===== config.mk =====
export PLATFORM = sky130hd
export DESIGN_NAME = intc_core
export DESIGN_NICKNAME = d
export VERILOG_FILES = /design/src/rtl/intc_pkg.sv /design/src/rtl/intc_ctrl.sv /design/src/rtl/intc_datapath.sv /design/src/rtl/intc_core.sv
export SDC_FILE = /design/constraint.sdc
export NUM_CORES = 1
export LEC_CHECK = 0
export ABC_AREA = 1
export CAP_MARGIN = 10
export CORE_ASPECT_RATIO = 1.4
export CORE_MARGIN = 3
export CORE_UTILIZATION = 50
export CTS_CLUSTER_DIAMETER = 80
export DETAILED_ROUTE_END_ITERATION = 10
export PLACE_DENSITY = 0.73
export SLEW_MARGIN = 20
export SYNTH_ARGS = -nofsm -noshare
export SYNTH_HDL_FRONTEND = slang
export SYNTH_SLANG_ARGS = --single-unit

===== constraint.sdc =====
create_clock -name clk -period 1.74 [get_ports clk]
set_clock_uncertainty 0.2 [all_clocks]
set_input_delay 0.348 -clock clk [delete_from_list [all_inputs] [get_ports clk]]
set_output_delay 0.348 -clock clk [all_outputs]
set_load 0.02 [all_outputs]

===== src/rtl/intc_pkg.sv =====
package intc_pkg;
  localparam int ADDR_W = 3;

  typedef enum logic [ADDR_W-1:0] {
    ADDR_STATUS = 3'd0,
    ADDR_ENABLE = 3'd1,
    ADDR_CRIT   = 3'd2,
    ADDR_TRIG   = 3'd3,
    ADDR_POL    = 3'd4,
    ADDR_MASKED = 3'd5
  } regAddr_e;

  typedef struct packed {
    logic     wrStatus;
    logic     wrEnable;
    logic     wrCrit;
    logic     wrTrig;
    logic     wrPol;
    logic     rdValid;
    regAddr_e rdSel;
  } regStrobes_t;
endpackage


===== src/rtl/intc_ctrl.sv =====
module intc_ctrl
  import intc_pkg::*;
(
  input  logic              regSel,
  input  logic              regWr,
  input  logic [ADDR_W-1:0] regAddr,
  output regStrobes_t       strobes
);
  logic wrAccess;
  assign wrAccess = regSel & regWr;

  always_comb begin
    strobes          = '0;
    strobes.rdSel    = ADDR_STATUS;
    case (regAddr)
      ADDR_STATUS: begin strobes.wrStatus = wrAccess; strobes.rdValid = regSel; strobes.rdSel = ADDR_STATUS; end
      ADDR_ENABLE: begin strobes.wrEnable = wrAccess; strobes.rdValid = regSel; strobes.rdSel = ADDR_ENABLE; end
      ADDR_CRIT:   begin strobes.wrCrit   = wrAccess; strobes.rdValid = regSel; strobes.rdSel = ADDR_CRIT;   end
      ADDR_TRIG:   begin strobes.wrTrig   = wrAccess; strobes.rdValid = regSel; strobes.rdSel = ADDR_TRIG;   end
      ADDR_POL:    begin strobes.wrPol    = wrAccess; strobes.rdValid = regSel; strobes.rdSel = ADDR_POL;    end
      ADDR_MASKED: begin strobes.rdValid  = regSel;   strobes.rdSel   = ADDR_MASKED; end
      default:     begin strobes.rdValid  = 1'b0; end
    endcase
  end
endmodule


===== src/rtl/intc_datapath.sv =====
module intc_datapath
  import intc_pkg::*;
#(
  parameter int NSRC        = 32,
  parameter int SYNC_STAGES = 2
) (
  input  logic            clk,
  input  logic            rstN,
  input  logic [NSRC-1:0] srcIn,
  input  regStrobes_t     strobes,
  input  logic [NSRC-1:0] wdata,
  output logic [NSRC-1:0] rdData,
  output logic [NSRC-1:0] statusQ,
  output logic [NSRC-1:0] enableQ,
  output logic [NSRC-1:0] critQ,
  output logic [NSRC-1:0] maskedView,
  output logic            critIrq,
  output logic            nonCritIrq
);
  localparam int LAST = SYNC_STAGES - 1;

  logic [NSRC-1:0] syncQ [SYNC_STAGES];
  logic [NSRC-1:0] prevQ;
  logic [NSRC-1:0] trigQ, polQ;
  logic [NSRC-1:0] curBits, prevBits;
  logic [NSRC-1:0] levelHit, edgeHit, setVec, clrVec;

  always_ff @(posedge clk or negedge rstN) begin
    if (!rstN) begin
      for (int s = 0; s < SYNC_STAGES; s++) syncQ[s] <= '0;
      prevQ <= '0;
    end else begin
      syncQ[0] <= srcIn;
      for (int s = 1; s < SYNC_STAGES; s++) syncQ[s] <= syncQ[s-1];
      prevQ <= syncQ[LAST];
    end
  end

  // source n lands on register bit NSRC-1-n
  for (genvar n = 0; n < NSRC; n++) begin : g_order
    assign curBits[NSRC-1-n]  = syncQ[LAST][n];
    assign prevBits[NSRC-1-n] = prevQ[n];
  end

  assign levelHit = ~(curBits ^ polQ);
  assign edgeHit  = (curBits ^ prevBits) & levelHit;
  assign setVec   = (trigQ & edgeHit) | (~trigQ & levelHit);
  assign clrVec   = strobes.wrStatus ? wdata : '0;

  always_ff @(posedge clk or negedge rstN) begin
    if (!rstN) begin
      statusQ <= '0;
      enableQ <= '0;
      critQ   <= '0;
      trigQ   <= '0;
      polQ    <= '0;
    end else begin
      statusQ <= (statusQ | setVec) & ~clrVec;
      if (strobes.wrEnable) enableQ <= wdata;
      if (strobes.wrCrit)   critQ   <= wdata;
      if (strobes.wrTrig)   trigQ   <= wdata;
      if (strobes.wrPol)    polQ    <= wdata;
    end
  end

  assign maskedView = statusQ & enableQ;
  assign critIrq    = |(maskedView & critQ);
  assign nonCritIrq = |(maskedView & ~critQ);

  always_comb begin
    rdData = '0;
    if (strobes.rdValid) begin
      case (strobes.rdSel)
        ADDR_STATUS: rdData = statusQ;
        ADDR_ENABLE: rdData = enableQ;
        ADDR_CRIT:   rdData = critQ;
        ADDR_TRIG:   rdData = trigQ;
        ADDR_POL:    rdData = polQ;
        ADDR_MASKED: rdData = maskedView;
        default:     rdData = '0;
      endcase
    end
  end
endmodule


===== src/rtl/intc_core.sv =====
module intc_core
  import intc_pkg::*;
#(
  parameter int NSRC = 32
) (
  input  logic              clk,
  input  logic              rstN,
  input  logic [NSRC-1:0]   srcIn,
  input  logic              regSel,
  input  logic              regWr,
  input  logic [ADDR_W-1:0] regAddr,
  input  logic [NSRC-1:0]   regWdata,
  output logic [NSRC-1:0]   regRdata,
  output logic              critIrq,
  output logic              nonCritIrq
);
  regStrobes_t     strobes;
  logic [NSRC-1:0] statusQ, enableQ, critQ, maskedView;

  intc_ctrl ctrl_i (
    .regSel (regSel),
    .regWr  (regWr),
    .regAddr(regAddr),
    .strobes(strobes)
  );

  intc_datapath #(.NSRC(NSRC), .SYNC_STAGES(2)) dp_i (
    .clk       (clk),
    .rstN      (rstN),
    .srcIn     (srcIn),
    .strobes   (strobes),
    .wdata     (regWdata),
    .rdData    (regRdata),
    .statusQ   (statusQ),
    .enableQ   (enableQ),
    .critQ     (critQ),
    .maskedView(maskedView),
    .critIrq   (critIrq),
    .nonCritIrq(nonCritIrq)
  );
endmodule


# Word-level counts from Yosys, hierarchy flattened
# Cells that the tools add are included.
[word_totals] regBits=256 inputBits=71 output_inout_bits=34 elab_cells=49
[op_classes] n_eq_ne=10 mux=10 bitwise=16 n_reduce_logical=5
[op_table] op="32-bit AND" count=7
[op_table] op="32-bit case mux with 6 select lines" count=1
[op_table] op="32-bit inverter" count=4
[op_table] op="32-bit 2-to-1 mux" count=2
[op_table] op="32-bit OR" count=2
[op_table] op="32-bit OR reduction" count=2
[op_table] op="32-bit XOR" count=2
[op_table] op="3-bit case mux with 5 select lines" count=1
[op_table] op="3-bit by 2-bit == test with 1-bit output (second input constant)" count=4
[op_table] op="3-bit == test (second input constant)" count=4
[op_table] op="3-bit by 1-bit == test with 1-bit output (second input constant)" count=2
[op_table] op="3-bit zero test" count=2
[op_table] op="1-bit 2-to-1 mux" count=6
[op_table] op="6-bit OR reduction" count=1
[op_table] op="1-bit AND" count=1

# Depth between registers and ports, before layout
# Gate-level depths: netlist of the first run.
[logic_depth] depth_word=7 depth_mapped=9 depth_no_buf=7

# By module
# From an unflattened synthesis of the first run, not the netlist that was laid out.
[hier_totals] hier_cells=1362 hier_area_um2=11726.2
[by_module_without_submodules] mod="intc_datapath" instances=1 cells_per_inst=1337 area_each_um2=11603.6 seq_area_each_um2=6406.1
[by_module_without_submodules] mod="intc_ctrl" instances=1 cells_per_inst=25 area_each_um2=122.6 seq_area_each_um2=0.0

# Worst setup path after synthesis of the first run
# No wires, ideal clock.
[synth_timing] path_type="input port to output port" start="in regAddr[0]" end="out regRdata[10]" arrival_ps=1502 t_required_ps=1192 slack_ps=-310 stages=8 n_path_buf=3 path_cell_list="buf_4 nor2_1 buf_2 buf_2 nand3_1 nand2_1 nor2_1 a21oi_1"
[synth_via] elab_chain_cells=5 elab_cells_between_ends=17 cone_classes="eq/ne: 10; mux: 4; reduce/logical: 3"
[synth_rtl] element="start: declaration" line_no="intc_core.sv:11" source="input logic [ADDR_W-1:0] regAddr,"
[synth_rtl] element="3-bit == test, or another cell as far along" line_no="intc_ctrl.sv:15" source="case (regAddr)"
[synth_rtl] element="3-bit case mux with 5 select lines" line_no="intc_ctrl.sv:15"
[synth_rtl] element="3-bit == test, or another cell as far along" line_no="intc_datapath.sv:73" source="case (strobes.rdSel)"
[synth_rtl] element="32-bit case mux with 6 select lines" line_no="intc_datapath.sv:73"
[synth_rtl] element="32-bit 2-to-1 mux *" line_no="intc_datapath.sv:72" source="if (strobes.rdValid) begin"
[synth_rtl] element="end: declaration" line_no="intc_core.sv:13" source="output logic [NSRC-1:0] regRdata,"
# Every way passes the cells marked *; elsewhere a longest branch is shown, timed or not.

# Final worst setup path of the first run
[layout_timing] start="reg dp_i.critQ[15]" end="out nonCritIrq"
[layout_via] elab_chain_cells=3
[layout_rtl] element="start: declaration" line_no="intc_datapath.sv:15" source="output logic [NSRC-1:0] critQ,"
[layout_rtl] element="start signal: assignment" line_no="intc_datapath.sv:60" source="if (strobes.wrCrit) critQ <= wdata;"
[layout_rtl] element="32-bit inverter" line_no="intc_datapath.sv:68" source="assign nonCritIrq = |(maskedView & ~critQ);"
[layout_rtl] element="32-bit AND" line_no="intc_datapath.sv:68"
[layout_rtl] element="32-bit OR reduction" line_no="intc_datapath.sv:68"
[layout_rtl] element="end: declaration" line_no="intc_core.sv:15" source="output logic nonCritIrq"
# No other way between the ends.

==> impl_metrics.tcl, run 1 <==
set metrics [dict create \
    postSynthAreaPerCell_um2 8.27 \
    area_growth_pct 45.3 \
    finalNetCount 1873 \
    yosys-top-cells-area "dfrtp_1 (54%), nand2_1 (11%), nand3_1 (7.3%), inv_1 (5.1%), nor2_1 (5.0%)" \
    io_pins 105 \
    setup_ws_ns -0.676 \
    finalInstanceArea_um2 17200 \
    period_share_pct 139 \
    status "complete, but fails checks" \
    numClockSinks 256 \
    netlist-cell-type-count 30 \
    worst_pin_slew_ns 0.446 \
    vias 12000 \
    globalRouteTotalUtil_pct 29.9 \
    layout-drive-gt1-share_pct 31.9 \
    crit_chain "inv_1, nand3_1, nand2_1, nor2_1, nand2_1, nor2_4, nand2_2, buf_6" \
    overflow 0 \
    slew_headroom_pct 70.3 \
    synth_top_area_cell "dfrtp_1" \
    synth_fp_nets 1503 \
    hpwl_mm 23.7 \
    crit_top_cell "nand2_1" \
    n_fill_cell 1585 \
    die-area_um2 25600 \
    final-setup-viol-count 34 \
    root_buffer "clkbuf_16" \
    wl_mm 40.6 \
    rsz0062_at_grt "yes" \
    cp.required_ns 1.19 \
    holdWs_ns 0.0575 \
    clkTransAtPathRegs_ns 0.07 \
    clkLatencyLatePin_ns 0.53 \
    grt_pass1_wl_mm 60.1 \
    grt_pass1_vias 11900 \
    cpPeakStageDelay_ns 0.39 \
    ir_drop_v 0.000881 \
    first_pass_iters 5 \
    die_h_um 188 \
    clock_path_buffers 3 \
    max_cap_violations 0 \
    fp.dieW_um 136 \
    grt_max_degree 48 \
    tritoncts "built" \
    antenna_left 0 \
    row_count 66 \
    initial_core_util_pct 50.8 \
    synth_top_area_share_pct 54.1 \
    synth_seq_cells 256 \
    h-tree-depth 1 \
    maxSlewViolCount 0 \
    min-delay-path-class "in2reg" \
    vias_per_cell 5.64 \
    finalHoldViolCount 0 \
    p_per_area_nw_per_um2 1010 \
    post_drt_wl_per_cell_um 19.1 \
    min_period_ns 2.42 \
    cpMaxStageDelayCell "dfrtp_1" \
    worstPathMaxFanout 3 \
    seq_area_frac_synth_pct 54.1 \
    route.detailed.drc 0 \
    finalSetupTns_ns -15.17 \
    dpl_cell_area_um2 14900 \
    core_um2 23300 \
    arrival_ns 1.87 \
    synthCells 1432 \
    gp_congestion 0.931 \
    syn-cell-area_um2 11800 \
    numCtsBuffers 25 \
    drtIter0Drc 1406 \
    path_class "reg2out" \
    violations "setup timing" \
    port_buffers 104 \
    antenna_found_initial 1 \
    fmax_mhz 414 \
    yosys_warnings 0 \
    end_kind "output pin" \
    power.leakage_nw 8.33 \
    start_kind "flip-flop" \
]
[sequential cells by signal, indices dropped and copies added, names as in the netlist]
signal and count:
dp_i.trigQ 32, dp_i.enableQ 32, dp_i.polQ 32, dp_i.critQ 32
dp_i.statusQ 32, dp_i.prevQ 32, dp_i.syncQ 32, dp_i.curBits 32
[synth_stat cells, drive strengths merged]
library cell / count
nor3: 1
clkinv: 1
buf: 52
nand3: 179
nand4: 16
inv: 167
nor2: 161
dfrtp: 256
nand2: 362
o21ai: 185
o211ai: 3
a21oi: 12
o22ai: 21
clkbuf: 6
nand3b: 10
[layout make-up]
cell class                      instances  area, µm²  area share [%]
Clock buffer                           36        717            4.17
Multi-Input combinational cell        950       5010            29.1
Sequential cell                       256       6410            37.3
Timing Repair Buffer                  401       3930            22.9
Clock inverter                          6       86.3           0.502
Antenna cell                            1       2.50          0.0145
Inverter                              168        658            3.83
Tap cell                              306        383            2.23
[stage by stage]
stage	power, mW	setup slack, ns	cells	util [%]
floorplan	9.17	-0.160	1432	-
global route	18.2	-0.707	2124	73.9
global placement	11.1	-1.25	2016	64.1
detailed placement	11.2	-1.29	2016	64.1
finish	17.4	-0.676	2124	73.9
CTS	17.0	-0.585	2113	71.9
[layout by cell type (no fill, tap or decap), types with 22 or more instances in the layout]
| master | instances |
|---|---|
| buf_12 | 22 |
| buf_4 | 218 |
| buf_6 | 83 |
| clkbuf_16 | 25 |
| clkdlybuf4s50_1 | 65 |
| dfrtp_1 | 253 |
| inv_1 | 148 |
| nand2_1 | 320 |
| nand2_2 | 35 |
| nand3_1 | 143 |
| nand3_2 | 33 |
| nor2_1 | 86 |
| nor2_2 | 53 |
| o21ai_0 | 114 |
| o21ai_1 | 49 |
[worst max-delay path, delay by kind of cell, from the launching register on]
| kind | cells | cell delay (ns) |
|---|---|---|
| simple gates | 6 | 0.67 |
| buf+inv | 2 | 0.27 |
| flops | 1 | 0.39 |
[cells by family (layout without fill, tap and decap cells)]
| group | after synthesis | after routing | synth area share [%] |
|---|---|---|---|
| DFF | 256 | 256 | 54.1 |
| AOI/OAI and AO/OA | 221 | 221 | 10.3 |
| and+or+nand+nor | 729 | 729 | 26.7 |
| buffers and inverters | 226 | 611 | 8.91 |
| other | 0 | 1 | 0 |
[final timing paths]
kind	from	cells past startpoint	slack, ns	endpoint
max	dp_i.critQ[15]$_DFFE_PN0P_	8	-0.68	nonCritIrq
min	srcIn[3]	1	0.06	dp_i.syncQ[35]$_DFF_PN0_
max reg2reg	dp_i.statusQ[15]$_DFF_PN0_	11	0.05	dp_i.statusQ[15]$_DFF_PN0_
min reg2reg	dp_i.syncQ[61]$_DFF_PN0_	0	0.15	dp_i.curBits[2]$_DFF_PN0_
max in group asynchronous	rstN	3	0.60	dp_i.statusQ[19]$_DFF_PN0_
min in group asynchronous	rstN	2	0.15	dp_i.syncQ[42]$_DFF_PN0_
[per-layer routing]
| layer | vias up | track usage, % | wire [µm] |
|---|---|---|---|
| li1 | 5359 | - | - |
| met1 | 5648 | 34.9 | 14000 |
| met2 | 717 | 50.6 | 19800 |
| met3 | 263 | 4.35 | 3350 |
| met4 | 0 | 19.9 | 3480 |
| met5 | - | 0 | 0 |
[power breakdown]
part	total [mW]	leakage [nW]	switching, mW	internal [mW]
registers	7.33	3.03	0.619	6.71
clock network	5.40	0.391	2.26	3.14
logic	4.72	4.90	2.44	2.27
total	17.4	8.33	5.32	12.1
[timing repair]
item                       CTS  global route
setup endpoints to repair   68            36
gates resized for setup    339           132
hold buffers                 1             0
hold endpoints to repair   256             0
cloned                      10             0
setup buffers               44            26
pin swaps                   78            96
Power figures use the tool's default switching activity.
==> run 2, diff against run 1 <==
Settings changed: GPL_TIMING_DRIVEN set to 0.
==> run 2 against run 1 <==
Compared with the run above: global-route usage shrank 0.84 points; die area is the same; critical path type unchanged; non-clock buffer count shrank 145; largest power group unchanged; the run ends with hold timing, setup timing left; sequential share of layout area grew 3.8 points; sequential power grew 2%.
==> impl_metrics.tcl, run 2 (same netlist as run 1, synthesis figures left out) <==
set metrics [dict create \
    status "complete, but fails checks" \
    violations "hold timing, setup timing" \
    p_int_mw 11.8 \
    row_count 66 \
    final-setup-viol-count 34 \
    min-delay-path-class "in2async" \
    fmax_mhz 424 \
    crit_top_cell "nor2_2" \
    setup_ws_ns -0.618 \
    grt_pass1_vias 11300 \
    drtIter0Drc 1103 \
    worstReg2RegEnd "dp_i.statusQ[22]$_DFF_PN0_" \
    startpoint "dp_i.statusQ[1]$_DFF_PN0_" \
    path_class "reg2out" \
    port_buffers 103 \
    h-tree-depth 1 \
    die-area_um2 25600 \
    slew_headroom_pct 72.6 \
    p_sw_share_pct 29.8 \
    pwr-share-comb_pct 20.3 \
    maxSlewViolCount 0 \
    cpMaxStageDelayCell "dfrtp_1" \
    arrival_ns 1.81 \
    hpwl_mm 23.6 \
    p_switching_mw 4.99 \
    finalNetCount 1729 \
    total_power_mw 16.7 \
    period_share_pct 136 \
    numClockSinks 256 \
    worstPathMaxFanout 4 \
    mostFrequentLayoutCell "nand2_1" \
    grt_pass1_wl_mm 58.4 \
    ff2ff_path_depth 12 \
    layout-drive-gt1-share_pct 23.5 \
    die_h_um 188 \
    finalInstanceArea_um2 15600 \
    rsz0062_at_grt "yes" \
    antenna_left 0 \
    end_kind "output pin" \
    initial_core_util_pct 50.8 \
    p_per_area_nw_per_um2 1070 \
    cpPeakStageDelay_ns 0.43 \
    dpl_cell_area_um2 13500 \
    final_cell_mix "nand2_1 (336), dfrtp_1 (251), nand3_1 (164)" \
    overflow 0 \
    core_um2 23300 \
    route.detailed.drc 0 \
    worst_pin_slew_ns 0.411 \
    min_period_ns 2.36 \
    ff_latch_area_um2 6410 \
    clockPowerShare_pct 35.0 \
    vias_per_cell 5.66 \
    clock_path_buffers 3 \
    first_pass_iters 6 \
    globalRouteTotalUtil_pct 29.1 \
    post-route-util_pct 67.1 \
    finalSetupTns_ns -13.85 \
    crit_chain "nand3_1, o21ai_2, nor2_2, nand2_1, nor2_2, nand2_2, buf_6" \
    numCtsBuffers 26 \
    multiInputGateArea_um2 4740 \
    gp_congestion 0.905 \
    antenna_found_initial 0 \
    clkLatencyLatePin_ns 0.53 \
    grt_max_degree 75 \
    finalHoldViolCount 115 \
    n_fill_cell 1850 \
    start_kind "flip-flop" \
    area_growth_pct 31.9 \
    io_pins 105 \
    clkTransAtPathRegs_ns 0.06 \
    tritoncts "built" \
    r2r_start "dp_i.statusQ[22]$_DFF_PN0_" \
    n_antenna_cell 0 \
    ir_drop_v 0.000759 \
    root_buffer "clkbuf_16" \
    max_cap_violations 0 \
    wl_mm 37.6 \
    pwr-share-seq_pct 44.7 \
    crit_path_end "critIrq" \
    fp.dieW_um 136 \
    cp.required_ns 1.19 \
    post_drt_wl_per_cell_um 19.0 \
    reg2reg_slack_ns 0.04 \
    holdWs_ns -0.500 \
    power.leakage_nw 7.47 \
    vias 11200 \
]
run 2: how the worst min path moves through the flow:
stage / start / to / cells past startpoint
5_1_grt: rstN / dp_i.syncQ[42]$_DFF_PN0_ / 1
2_1_floorplan: rstN / dp_i.critQ[0]$_DFFE_PN0P_ / 0
6_report: rstN / dp_i.syncQ[42]$_DFF_PN0_ / 1
3_3_place_gp: dp_i.syncQ[38]$_DFF_PN0_ / dp_i.curBits[25]$_DFF_PN0_ / 0
4_1_cts: rstN / dp_i.curBits[21]$_DFF_PN0_ / 1
3_5_place_dp: rstN / dp_i.curBits[21]$_DFF_PN0_ / 1
run 2: what timing repair did:
item | in CTS | in global routing
gates resized for setup | 291 | 83
pin swaps | 58 | 62
cloned | 2 | 0
endpoints found under the hold margin | 115 | 79
setup endpoints to repair | 189 | 39
buffers inserted | 75 | 20
run 2: layout make-up:
cell class,instances,area share (%)
timing repair buffer,198,12.4
clock buffer,33,4.66
tap,306,2.45
multi-input combinational,950,30.4
sequential,256,41.1
buffer,58,3.82
clock inverter,12,1.07
inverter,168,4.16
run 2: layer usage:
layer	routed length [µm]	part of all wire, %	track usage, %	up-vias
met5	0	0	0	-
met4	2310	6.2	19.2	0
li1	-	-	-	5060
met2	18600	50	47.5	625
met3	2880	7.7	4.13	157
met1	13700	37	35.6	5368
run 2: metrics by stage:
step,std cells,worst slack (ns)
after global routing,1981,-0.656
after CTS,1963,-0.595
after detailed placement,1844,-1.62
final,1981,-0.618
after floorplan,1432,-0.160
after global placement,1841,-10.60
run 2: critical path, delay by kind of cell (launching register included):
family	cells	cell delay [ns]
buffers and inverters	1	0.14
AOI/OAI and AO/OA	1	0.07
DFF	1	0.43
and+or+nand+nor	5	0.65
run 2: power groups by stage:
stage	combinational, mW	clock (mW)	sequential [mW]
CTS	3.13	5.93	7.44
global route	3.75	6.16	7.58
floorplan	1.83	0	7.34
finish	3.40	5.86	7.49
detailed placement	2.73	0	7.56
global placement	2.63	0	7.53
